==> src/rtl/rtc_cal_pkg.sv <==
package rtc_cal_pkg;

   localparam int NUM_TIME_REGS = 7;
   localparam int REG_AW        = 3;

   localparam int AD_SEC  = 0;
   localparam int AD_MIN  = 1;
   localparam int AD_HR   = 2;
   localparam int AD_DOW  = 3;
   localparam int AD_DATE = 4;
   localparam int AD_MON  = 5;
   localparam int AD_YR   = 6;
   localparam logic [REG_AW-1:0] AD_CTL = 3'd7;

   typedef logic [NUM_TIME_REGS-1:0][7:0] time_bank_t;

   // index 6 (year) first
   localparam time_bank_t TIME_RST = {8'h00, 8'h01, 8'h01, 8'h01, 8'h00, 8'h00, 8'h00};

   // bits that hold a field, per address
   function automatic logic [7:0] field_mask(input logic [REG_AW-1:0] a);
      case (a)
         3'd0:    return 8'hFF;
         3'd1:    return 8'h7F;
         3'd2:    return 8'hFF;
         3'd3:    return 8'h07;
         3'd4:    return 8'h3F;
         3'd5:    return 8'h1F;
         default: return 8'hFF;
      endcase
   endfunction

   // plain BCD increment, no range limit
   function automatic logic [7:0] bcd_next(input logic [7:0] v);
      if (v[3:0] >= 4'd9) return {v[7:4] + 4'd1, 4'd0};
      return {v[7:4], v[3:0] + 4'd1};
   endfunction

   // year multiple of 4: even tens -> units 0/4/8, odd tens -> units 2/6
   function automatic logic is_leap(input logic [7:0] yr);
      if (yr[4]) return (yr[3:0] == 4'd2) || (yr[3:0] == 4'd6);
      return (yr[3:0] == 4'd0) || (yr[3:0] == 4'd4) || (yr[3:0] == 4'd8);
   endfunction

   // last day of month in BCD
   function automatic logic [5:0] month_days(input logic [4:0] mon, input logic [7:0] yr);
      case (mon)
         5'h02:                      return is_leap(yr) ? 6'h29 : 6'h28;
         5'h04, 5'h06, 5'h09, 5'h11: return 6'h30;
         default:                    return 6'h31;
      endcase
   endfunction

endpackage

==> src/rtl/rtc_subsec_div.sv <==
module rtc_subsec_div #(
   parameter int TICKS = 256
) (
   input  logic clk,
   input  logic rst_n,
   input  logic sub_tick,
   input  logic halt,
   input  logic phase_clr,
   output logic sec_pulse
);
   localparam int CW = (TICKS > 1) ? $clog2(TICKS) : 1;
   localparam logic [CW-1:0] LAST = CW'(TICKS - 1);

   logic [CW-1:0] phase_q;

   assign sec_pulse = sub_tick && !halt && !phase_clr && (phase_q == LAST);

   always_ff @(posedge clk or negedge rst_n) begin
      if (!rst_n)                phase_q <= '0;
      else if (phase_clr || halt) phase_q <= '0;
      else if (sub_tick)          phase_q <= (phase_q == LAST) ? '0 : phase_q + 1'b1;
   end

   // a halted divider produces no second step and keeps phase zero
   a_r7_halt_phase: assert property (@(posedge clk) disable iff (!rst_n)
      halt |=> (phase_q == '0));

endmodule

==> src/rtl/rtc_time_chain.sv <==
module rtc_time_chain
   import rtc_cal_pkg::*;
(
   input  logic              clk,
   input  logic              rst_n,
   input  logic              sec_pulse,
   input  logic              wr_en,
   input  logic [REG_AW-1:0] wr_addr,
   input  logic [7:0]        wr_data,
   output time_bank_t        run_q
);
   logic       sec_w, min_w, hr_w, date_w, mon_w, yr_w;
   logic       day_roll, yr_roll;
   logic [5:0] mlen;
   logic [7:0] inc_sec, inc_min, inc_hr, inc_date, inc_mon, inc_yr;
   time_bank_t adv, nxt;

   always_comb begin
      mlen     = month_days(run_q[AD_MON][4:0], run_q[AD_YR]);
      sec_w    = run_q[AD_SEC][6:0]  == 7'h59;
      min_w    = run_q[AD_MIN][6:0]  == 7'h59;
      hr_w     = run_q[AD_HR][5:0]   == 6'h23;
      date_w   = run_q[AD_DATE][5:0] >= mlen;
      mon_w    = run_q[AD_MON][4:0]  >= 5'h12;
      yr_w     = run_q[AD_YR]        == 8'h99;
      day_roll = sec_w && min_w && hr_w;
      yr_roll  = day_roll && date_w && mon_w && yr_w;
      inc_sec  = bcd_next({1'b0, run_q[AD_SEC][6:0]});
      inc_min  = bcd_next({1'b0, run_q[AD_MIN][6:0]});
      inc_hr   = bcd_next({2'b0, run_q[AD_HR][5:0]});
      inc_date = bcd_next({2'b0, run_q[AD_DATE][5:0]});
      inc_mon  = bcd_next({3'b0, run_q[AD_MON][4:0]});
      inc_yr   = bcd_next(run_q[AD_YR]);

      adv = run_q;
      if (sec_pulse) begin
         adv[AD_SEC][6:0] = sec_w ? 7'h00 : inc_sec[6:0];
         if (sec_w) begin
            adv[AD_MIN][6:0] = min_w ? 7'h00 : inc_min[6:0];
            if (min_w) begin
               adv[AD_HR][5:0] = hr_w ? 6'h00 : inc_hr[5:0];
               if (hr_w) begin
                  adv[AD_DOW][2:0]  = (run_q[AD_DOW][2:0] >= 3'd7) ? 3'd1
                                                                  : run_q[AD_DOW][2:0] + 3'd1;
                  adv[AD_DATE][5:0] = date_w ? 6'h01 : inc_date[5:0];
                  if (date_w) begin
                     adv[AD_MON][4:0] = mon_w ? 5'h01 : inc_mon[4:0];
                     if (mon_w) begin
                        adv[AD_YR] = yr_w ? 8'h00 : inc_yr;
                        if (yr_w && run_q[AD_HR][7])
                           adv[AD_HR][6] = ~run_q[AD_HR][6];
                     end
                  end
               end
            end
         end
      end

      nxt = adv;
      if (wr_en && (wr_addr != AD_CTL))
         nxt[wr_addr] = wr_data & field_mask(wr_addr);
   end

   always_ff @(posedge clk or negedge rst_n) begin
      if (!rst_n) run_q <= TIME_RST;
      else        run_q <= nxt;
   end

   // seconds wrap from 59 to 00
   a_r2_sec_wrap: assert property (@(posedge clk) disable iff (!rst_n)
      (sec_pulse && !wr_en && sec_w) |=> (run_q[AD_SEC][6:0] == 7'h00));

   // day of week wraps 7 -> 1 at midnight
   a_r5_dow_wrap: assert property (@(posedge clk) disable iff (!rst_n)
      (sec_pulse && !wr_en && day_roll && run_q[AD_DOW][2:0] == 3'd7)
      |=> (run_q[AD_DOW][2:0] == 3'd1));

   // Feb 28 of a year divisible by 4 goes to Feb 29
   a_r4_feb_leap: assert property (@(posedge clk) disable iff (!rst_n)
      (sec_pulse && !wr_en && day_roll && run_q[AD_MON][4:0] == 5'h02 &&
       run_q[AD_DATE][5:0] == 6'h28 && run_q[AD_YR] == 8'h24)
      |=> (run_q[AD_DATE][5:0] == 6'h29 && run_q[AD_MON][4:0] == 5'h02));

   // century flag inverts only when enabled
   a_r6_century: assert property (@(posedge clk) disable iff (!rst_n)
      (sec_pulse && !wr_en && yr_roll)
      |=> (run_q[AD_HR][6] == ($past(run_q[AD_HR][6]) ^ $past(run_q[AD_HR][7]))));

endmodule

==> src/rtl/rtc_view_hold.sv <==
module rtc_view_hold
   import rtc_cal_pkg::*;
#(
   parameter int HOLD_TICKS = 64,
   parameter bit DEFER_EN   = 1'b1
) (
   input  logic              clk,
   input  logic              rst_n,
   input  logic              sub_tick,
   input  logic              rd_active,
   input  time_bank_t        run_q,
   input  logic              wr_en,
   input  logic [REG_AW-1:0] wr_addr,
   input  logic [7:0]        wr_data,
   output time_bank_t        vis_q
);
   logic hold;
   logic wr_time;

   assign wr_time = wr_en && (wr_addr != AD_CTL);

   generate
      if (DEFER_EN) begin : g_defer
         localparam int HW = $clog2(HOLD_TICKS + 1);
         localparam logic [HW-1:0] LIM = HW'(HOLD_TICKS);
         logic [HW-1:0] hold_cnt_q;

         always_ff @(posedge clk or negedge rst_n) begin
            if (!rst_n)                      hold_cnt_q <= '0;
            else if (!rd_active)             hold_cnt_q <= '0;
            else if (sub_tick && hold_cnt_q != LIM) hold_cnt_q <= hold_cnt_q + 1'b1;
         end

         assign hold = rd_active && (hold_cnt_q != LIM);
      end else begin : g_direct
         assign hold = 1'b0;
      end
   endgenerate

   always_ff @(posedge clk or negedge rst_n) begin
      if (!rst_n) begin
         vis_q <= TIME_RST;
      end else begin
         if (!hold) vis_q <= run_q;
         if (wr_time) vis_q[wr_addr] <= wr_data & field_mask(wr_addr);
      end
   end

   // held view does not move
   a_r9_frozen: assert property (@(posedge clk) disable iff (!rst_n)
      (hold && !wr_time) |=> $stable(vis_q));

   // released view equals the running copy of the previous cycle, all fields at once
   a_r9_snapshot: assert property (@(posedge clk) disable iff (!rst_n)
      (!hold && !wr_time) |=> (vis_q == $past(run_q)));

   // a write is visible on the next cycle, hold or not
   a_r11_write_seen: assert property (@(posedge clk) disable iff (!rst_n)
      wr_time |=> (vis_q[$past(wr_addr)] == ($past(wr_data) & field_mask($past(wr_addr)))));

endmodule

==> src/rtl/rtc_calendar_core.sv <==
module rtc_calendar_core
   import rtc_cal_pkg::*;
#(
   parameter int          SUBTICKS_PER_SEC = 256,
   parameter bit          DEFER_EN         = 1'b1,
   parameter logic [7:0]  CTL_RST          = 8'h80
) (
   input  logic              clk,
   input  logic              rst_n,
   input  logic              sub_tick,
   input  logic              reg_wr,
   input  logic [REG_AW-1:0] reg_addr,
   input  logic [7:0]        reg_wdata,
   output logic [7:0]        reg_rdata,
   input  logic              rd_active,
   output logic              running
);
   localparam int HOLD_TICKS = SUBTICKS_PER_SEC / 4;

   initial begin
      assert (SUBTICKS_PER_SEC >= 4 && (SUBTICKS_PER_SEC % 4) == 0)
         else $error("SUBTICKS_PER_SEC must be a multiple of 4, at least 4");
   end

   time_bank_t run_q, vis_q;
   logic       sec_pulse;
   logic       stopped;
   logic [7:0] ctl_q;

   assign stopped = run_q[AD_SEC][7];
   assign running = !stopped;

   rtc_subsec_div #(.TICKS(SUBTICKS_PER_SEC)) u_div (
      .clk       (clk),
      .rst_n     (rst_n),
      .sub_tick  (sub_tick),
      .halt      (stopped),
      .phase_clr (reg_wr && reg_addr == 3'd0),
      .sec_pulse (sec_pulse)
   );

   rtc_time_chain u_chain (
      .clk       (clk),
      .rst_n     (rst_n),
      .sec_pulse (sec_pulse),
      .wr_en     (reg_wr),
      .wr_addr   (reg_addr),
      .wr_data   (reg_wdata),
      .run_q     (run_q)
   );

   rtc_view_hold #(.HOLD_TICKS(HOLD_TICKS), .DEFER_EN(DEFER_EN)) u_view (
      .clk       (clk),
      .rst_n     (rst_n),
      .sub_tick  (sub_tick),
      .rd_active (rd_active),
      .run_q     (run_q),
      .wr_en     (reg_wr),
      .wr_addr   (reg_addr),
      .wr_data   (reg_wdata),
      .vis_q     (vis_q)
   );

   always_ff @(posedge clk or negedge rst_n) begin
      if (!rst_n)                          ctl_q <= CTL_RST;
      else if (reg_wr && reg_addr == AD_CTL) ctl_q <= reg_wdata;
   end

   assign reg_rdata = (reg_addr == AD_CTL) ? ctl_q : vis_q[reg_addr];

   // with the stop flag set and no write, the running time stays put
   a_r7_stop_freeze: assert property (@(posedge clk) disable iff (!rst_n)
      (stopped && !reg_wr) |=> $stable(run_q));

   // control byte moves only on its own write
   a_r12_ctl_isolated: assert property (@(posedge clk) disable iff (!rst_n)
      !(reg_wr && reg_addr == AD_CTL) |=> $stable(ctl_q));

endmodule

==> config.mk <==
export PLATFORM = sky130hd
export DESIGN_NAME = rtc_calendar_core
export DESIGN_NICKNAME = d
export VERILOG_FILES = /design/src/rtl/rtc_cal_pkg.sv /design/src/rtl/rtc_subsec_div.sv /design/src/rtl/rtc_time_chain.sv /design/src/rtl/rtc_view_hold.sv /design/src/rtl/rtc_calendar_core.sv
export SDC_FILE = /design/constraint.sdc
export NUM_CORES = 1
export LEC_CHECK = 0
export ABC_CLOCK_PERIOD_IN_PS = 4500
export BUFFER_PORTS_ARGS = -buffer_cell sky130_fd_sc_hd__buf_2
export CAP_MARGIN = 5
export CORE_UTILIZATION = 32
export CTS_CLUSTER_DIAMETER = 60
export CTS_CLUSTER_SIZE = 12
export DETAILED_ROUTE_END_ITERATION = 12
export SLEW_MARGIN = 20
export SYNTH_ARGS = -nofsm -noshare
export SYNTH_HDL_FRONTEND = slang
export SYNTH_HIERARCHICAL = 1
export SYNTH_SLANG_ARGS = --single-unit
==> constraint.sdc <==
create_clock -name clk -period 4.5 [get_ports clk]
set_input_delay 0 -clock clk [delete_from_list [all_inputs] [get_ports clk]]
set_output_delay 0 -clock clk [all_outputs]
set_load 0.1 [all_outputs]
# Word-level counts from Yosys, hierarchy flattened
# Cells that the tools add are included.
# op_classes
n_mux,78
n_addsub,15
eq_ne,22
n_reduce_logical,20
bitwise,2
order_cmp,11
# op_table
operator,count
two-way mux 56 bit,3
two-way mux 8 bit,16
bitwise mux 56 bit,2
two-way mux 7 bit,14
two-way mux 6 bit,10
two-way mux 5 bit,8
one-hot mux 8 bit (4 select lines),1
adder 4 x 1 -> 4 bit (second input constant),7
binary-select mux 8 bit (select 3 bit),1
demux 8 bit (select 3 bit),1
greater-or-equal comparator 4 bit (second input constant),6
equality test 8 bit (second input constant),2
two-way mux 1 bit,16
two-way mux 3 bit,5
equality test 7 bit (second input constant),2
one-hot mux 6 bit (2 select lines),1
equality test 5 x 3 -> 1 bit (second input constant),2
logical AND 1 bit,10
adder 3 x 1 -> 3 bit (second input constant),3
equality test 3 bit (second input constant),3
adder 8 x 1 -> 8 bit (second input constant),1
bitwise AND 8 bit,1
equality test 4 x 3 -> 1 bit (second input constant),2
adder 7 x 1 -> 7 bit (second input constant),1
other kinds (25),30
# word_totals
register_bits,135

# Depth between registers and ports, before layout
# logic_depth
word_depth,15
ltp_mapped,15
depth_no_buf,13

# Modules after synthesis
# Netlist, hierarchy kept.
# modules_own_cells
module,area_each_um2,seq_area_each_um2,n_inst,cells_per_inst
rtc_time_chain,3609.7,1405.1,1,397
rtc_view_hold,2975.4,1580.3,1,343
rtc_calendar_core,873.3,201.4,1,48
rtc_subsec_div,445.4,200.2,1,47

# Least setup slack after synthesis
# OpenSTA, ideal clock, no wires.
# synth_path
path_type,register to register
from,register u_chain/run_q[48] (netlist bit)
to,register u_chain/run_q[43] (netlist bit)
period_less_slack_ns,3.141
arrival_time_ns,3.012
setup_slack_ns,1.359
path_buffers,2
stages_incl_launch_ff,16
setup_time_ns,0.128
cell_sequence,dfrtp_1 inv_1 ha_1 nand2b_1 a21boi_0 o221ai_1 a21oi_1 a31oi_1 ha_1 or4b_4 a211o_1 buf_6 and3_4 buf_6 a41oi_2 o22ai_1
# synth_rtl
element,line_no,text
start: declaration,rtc_time_chain.sv:10,output time_bank_t run_q
start signal: assignment,rtc_time_chain.sv:66,else run_q <= nxt;

==> metrics.yaml <==
run_status:
  status: "complete, no violations"
timing:
  setup_viol: 0
  final_hold_viol_count: 0
  period_share_pct: 74.1
  fin_crit_ns: 3.33
  slew_violations: 0
  slew-limit-headroom_pct: 37.9
  tightest_slew_ns: 0.924
  fmax_ghz: 0.300
  rsz0062_at_grt: "false"
  skew_ns: 0.0101
  setup_tns_ns: 0
worst_setup_path:
  critical_path_arrival_ns: 3.63
  critical-path-max-stage-delay_ns: 0.54
  cp_cell_sequence: "inv_1 > ha_1 > nand2b_1 > a21boi_0 > o221ai_1 > a21oi_1 > a31oi_1 > ha_1 > or4b_4 > a211o_1 > nand4_2 > nor4_1 > o31a_1"
  required_ns: 4.80
  cp-end-kind: "flop"
  worstSetupStartpointType: "flop"
  crit_path_frequent_cell: "ha_1"
  cpMaxStageDelayCell: "or4b_4"
  path_max_fanout: 11
  crit_type: "reg -> reg"
layout:
  diodes: 0
  final_common_cell: "nand2_1"
  multi_input_comb_area_um2: 4170
  stdcell_count: 1189
  final_layout_size_suffix_gt1_share_pct: 12.7
  mostFrequentLayoutCells: "nand2_1, dfrtp_1, nor2_1, a21oi_1, a31oi_1"
  n_fill_cell: 2439
  final_nets: 904
  register_area_um2: 3390
  area_growth_pct: 13.3
floorplanning:
  dieArea_um2: 25300
  die_y_um: 159
  ios: 25
  num_rows: 57
  core_area_um2: 24200
  start_util_pct: 32.6
  die_w_um: 159
clocking:
  cts_hold_buf: 9
  clock_sinks: 135
  cts_root_buf: "clkbuf_16"
  cts_tree: "built"
  path_clk_slew_ns: 0.06
  cts_buffers: 17
  insertion_delay_ns: 0.42
  cts_buffer_depth: 2
  cts_resized: 0
  cts_setup_buffers: 0
  cts_htree_levels: 4
place:
  dp_hpwl_um: 14900
  io_buffers: 24
  place_inst: 1148
  gp_congestion: 0.808
grt:
  grt_start_max_net_pins: 98
  overflow: 0
  grt_pass1_wl_um: 35400
  grt_use_met1_pct: 24.9
  antenna_found_initial: 0
  grt_util_met2_pct: 27.6
  top_usage_layer: "met2"
  grtUsageMet3_pct: 3.96
  grt_pass1_vias: 6210
  track_usage_pct: 18.0
synth:
  synth_edf_count: 0
  synth_warnings: 6
  ys_top_cells_by_area: "dfrtp_1, nand2_1, ha_1"
  netlist_area_um2: 7900
  synth-seq-area-share_pct: 42.9
  ys_async_sr_fraction_pct: 100
  synth.largest_area_cell: "dfrtp_1"
  ys_types: 70
  synth_cells: 835
  ys_ff_latch: 135
  syn_area_per_cell_um2: 9.47
  synthFlopType: "dfrtp_1"
  post-synth-top-area-fraction_pct: 40.5
  syn_nets: 887
drt:
  viasPerCell: 5.50
  antenna_left: 0
  route.detailed.drc: 0
  wl_um: 22400
  wire_per_inst_um: 18.8
  routed-via-count: 6542
  drt_iter0_drc: 602
  first_pass_iters: 5
power:
  max-vdd-ir-drop_uv: 258
  leakage_nw: 3.85
  power.density_nw_per_um2: 440
worst_hold_path:
  hold_path.class: "in -> reg"
flow_run:
  cap_violations: 0
-- report_power, final --
| part | internal, mW | switching [mW] | leakage (nW) |
|---|---|---|---|
| registers | 1.41 | 0.216 | 1.67 |
| logic | 0.330 | 0.522 | 1.89 |
| clock network | 0.919 | 0.547 | 0.293 |
-- kinds of logic after synthesis --
logic type,share of synthesized area [%]
DFF,42.9
muxes,9.20
AOI/OAI and AO/OA,14.5
buffers and inverters,4.51
adders and majority gates,5.70
xor gates and xnor gates,1.22
and+or+nand+nor,22.1
-- cell usage after synthesis, types with 11 or more instances --
cell type	count
a21oi_1	45
a31oi_1	44
and2_1	23
buf_2	11
clkbuf_1	18
dfrtp_1	128
ha_1	36
inv_1	27
mux2_2	12
nand2_1	137
nand3_1	40
nor2_1	72
nor2b_1	12
o21ai_0	31
-- flip-flops by register name (all words and copies together), names as in the netlist, named ones only --
register                   flops
u_chain/run_q                 43
u_view/g_defer.hold_cnt_q      7
u_view/vis_q                  56
u_div/phase_q                  8
ctl_q                          8
-- area by class of cell --
class                   instances  area share [%]
clock buffers                  22            5.29
clock inverters                10            1.61
inverters                      27            1.13
multi-input cells             630            46.5
flip-flops and latches        135            37.8
well taps                     324            4.53
repair buffers                 41            3.09
-- worst max-delay path, delay by kind of cell, from the launching register on --
| kind | cells | cell delay, ns |
|---|---|---|
| flops | 1 | 0.45 |
| fa+ha+maj | 2 | 0.49 |
| buf+inv | 1 | 0.11 |
| compound gates | 6 | 1.18 |
| simple gates | 4 | 0.97 |
-- worst paths after layout --
kind	from	endpoint	slack, ns	cells after the start
min reg2reg	flop	flop	0.49	1
min	reg_addr[1]	u_div/phase_q[7]$_DFFE_PN0P_	0.01	4
max	u_chain/run_q[48]$_DFF_PN0_	u_chain/run_q[51]$_DFF_PN0_	1.17	13
max reg2reg	u_chain/run_q[48]$_DFF_PN0_	u_chain/run_q[51]$_DFF_PN0_	1.17	13
max in group asynchronous	rst_n	u_chain/run_q[40]$_DFF_PN1_	3.13	3
min in group asynchronous	rst_n	u_div/phase_q[2]$_DFFE_PN0P_	0.24	2
-- stage by stage --
stage	hold WS [ns]	area, um^2	setup slack (ns)	utilization [%]	total power [mW]
after floorplan	-0.296	7900	1.36	-	2.23
after global placement	0.171	8250	1.24	34.0	2.46
after detailed placement	0.160	8250	1.20	34.0	2.48
after CTS	0.00100	8960	1.18	36.9	3.96
after global routing	0.0378	8960	0.929	36.9	4.14
final	0.0125	8960	1.17	36.9	3.94
-- per-layer routing --
metal	share of wire [%]	wire, um
met3	6.5	1460
met1	46	10200
met4	2.6	589
met2	45	10100
met5	0	0
(Power assumes the default switching activity.)
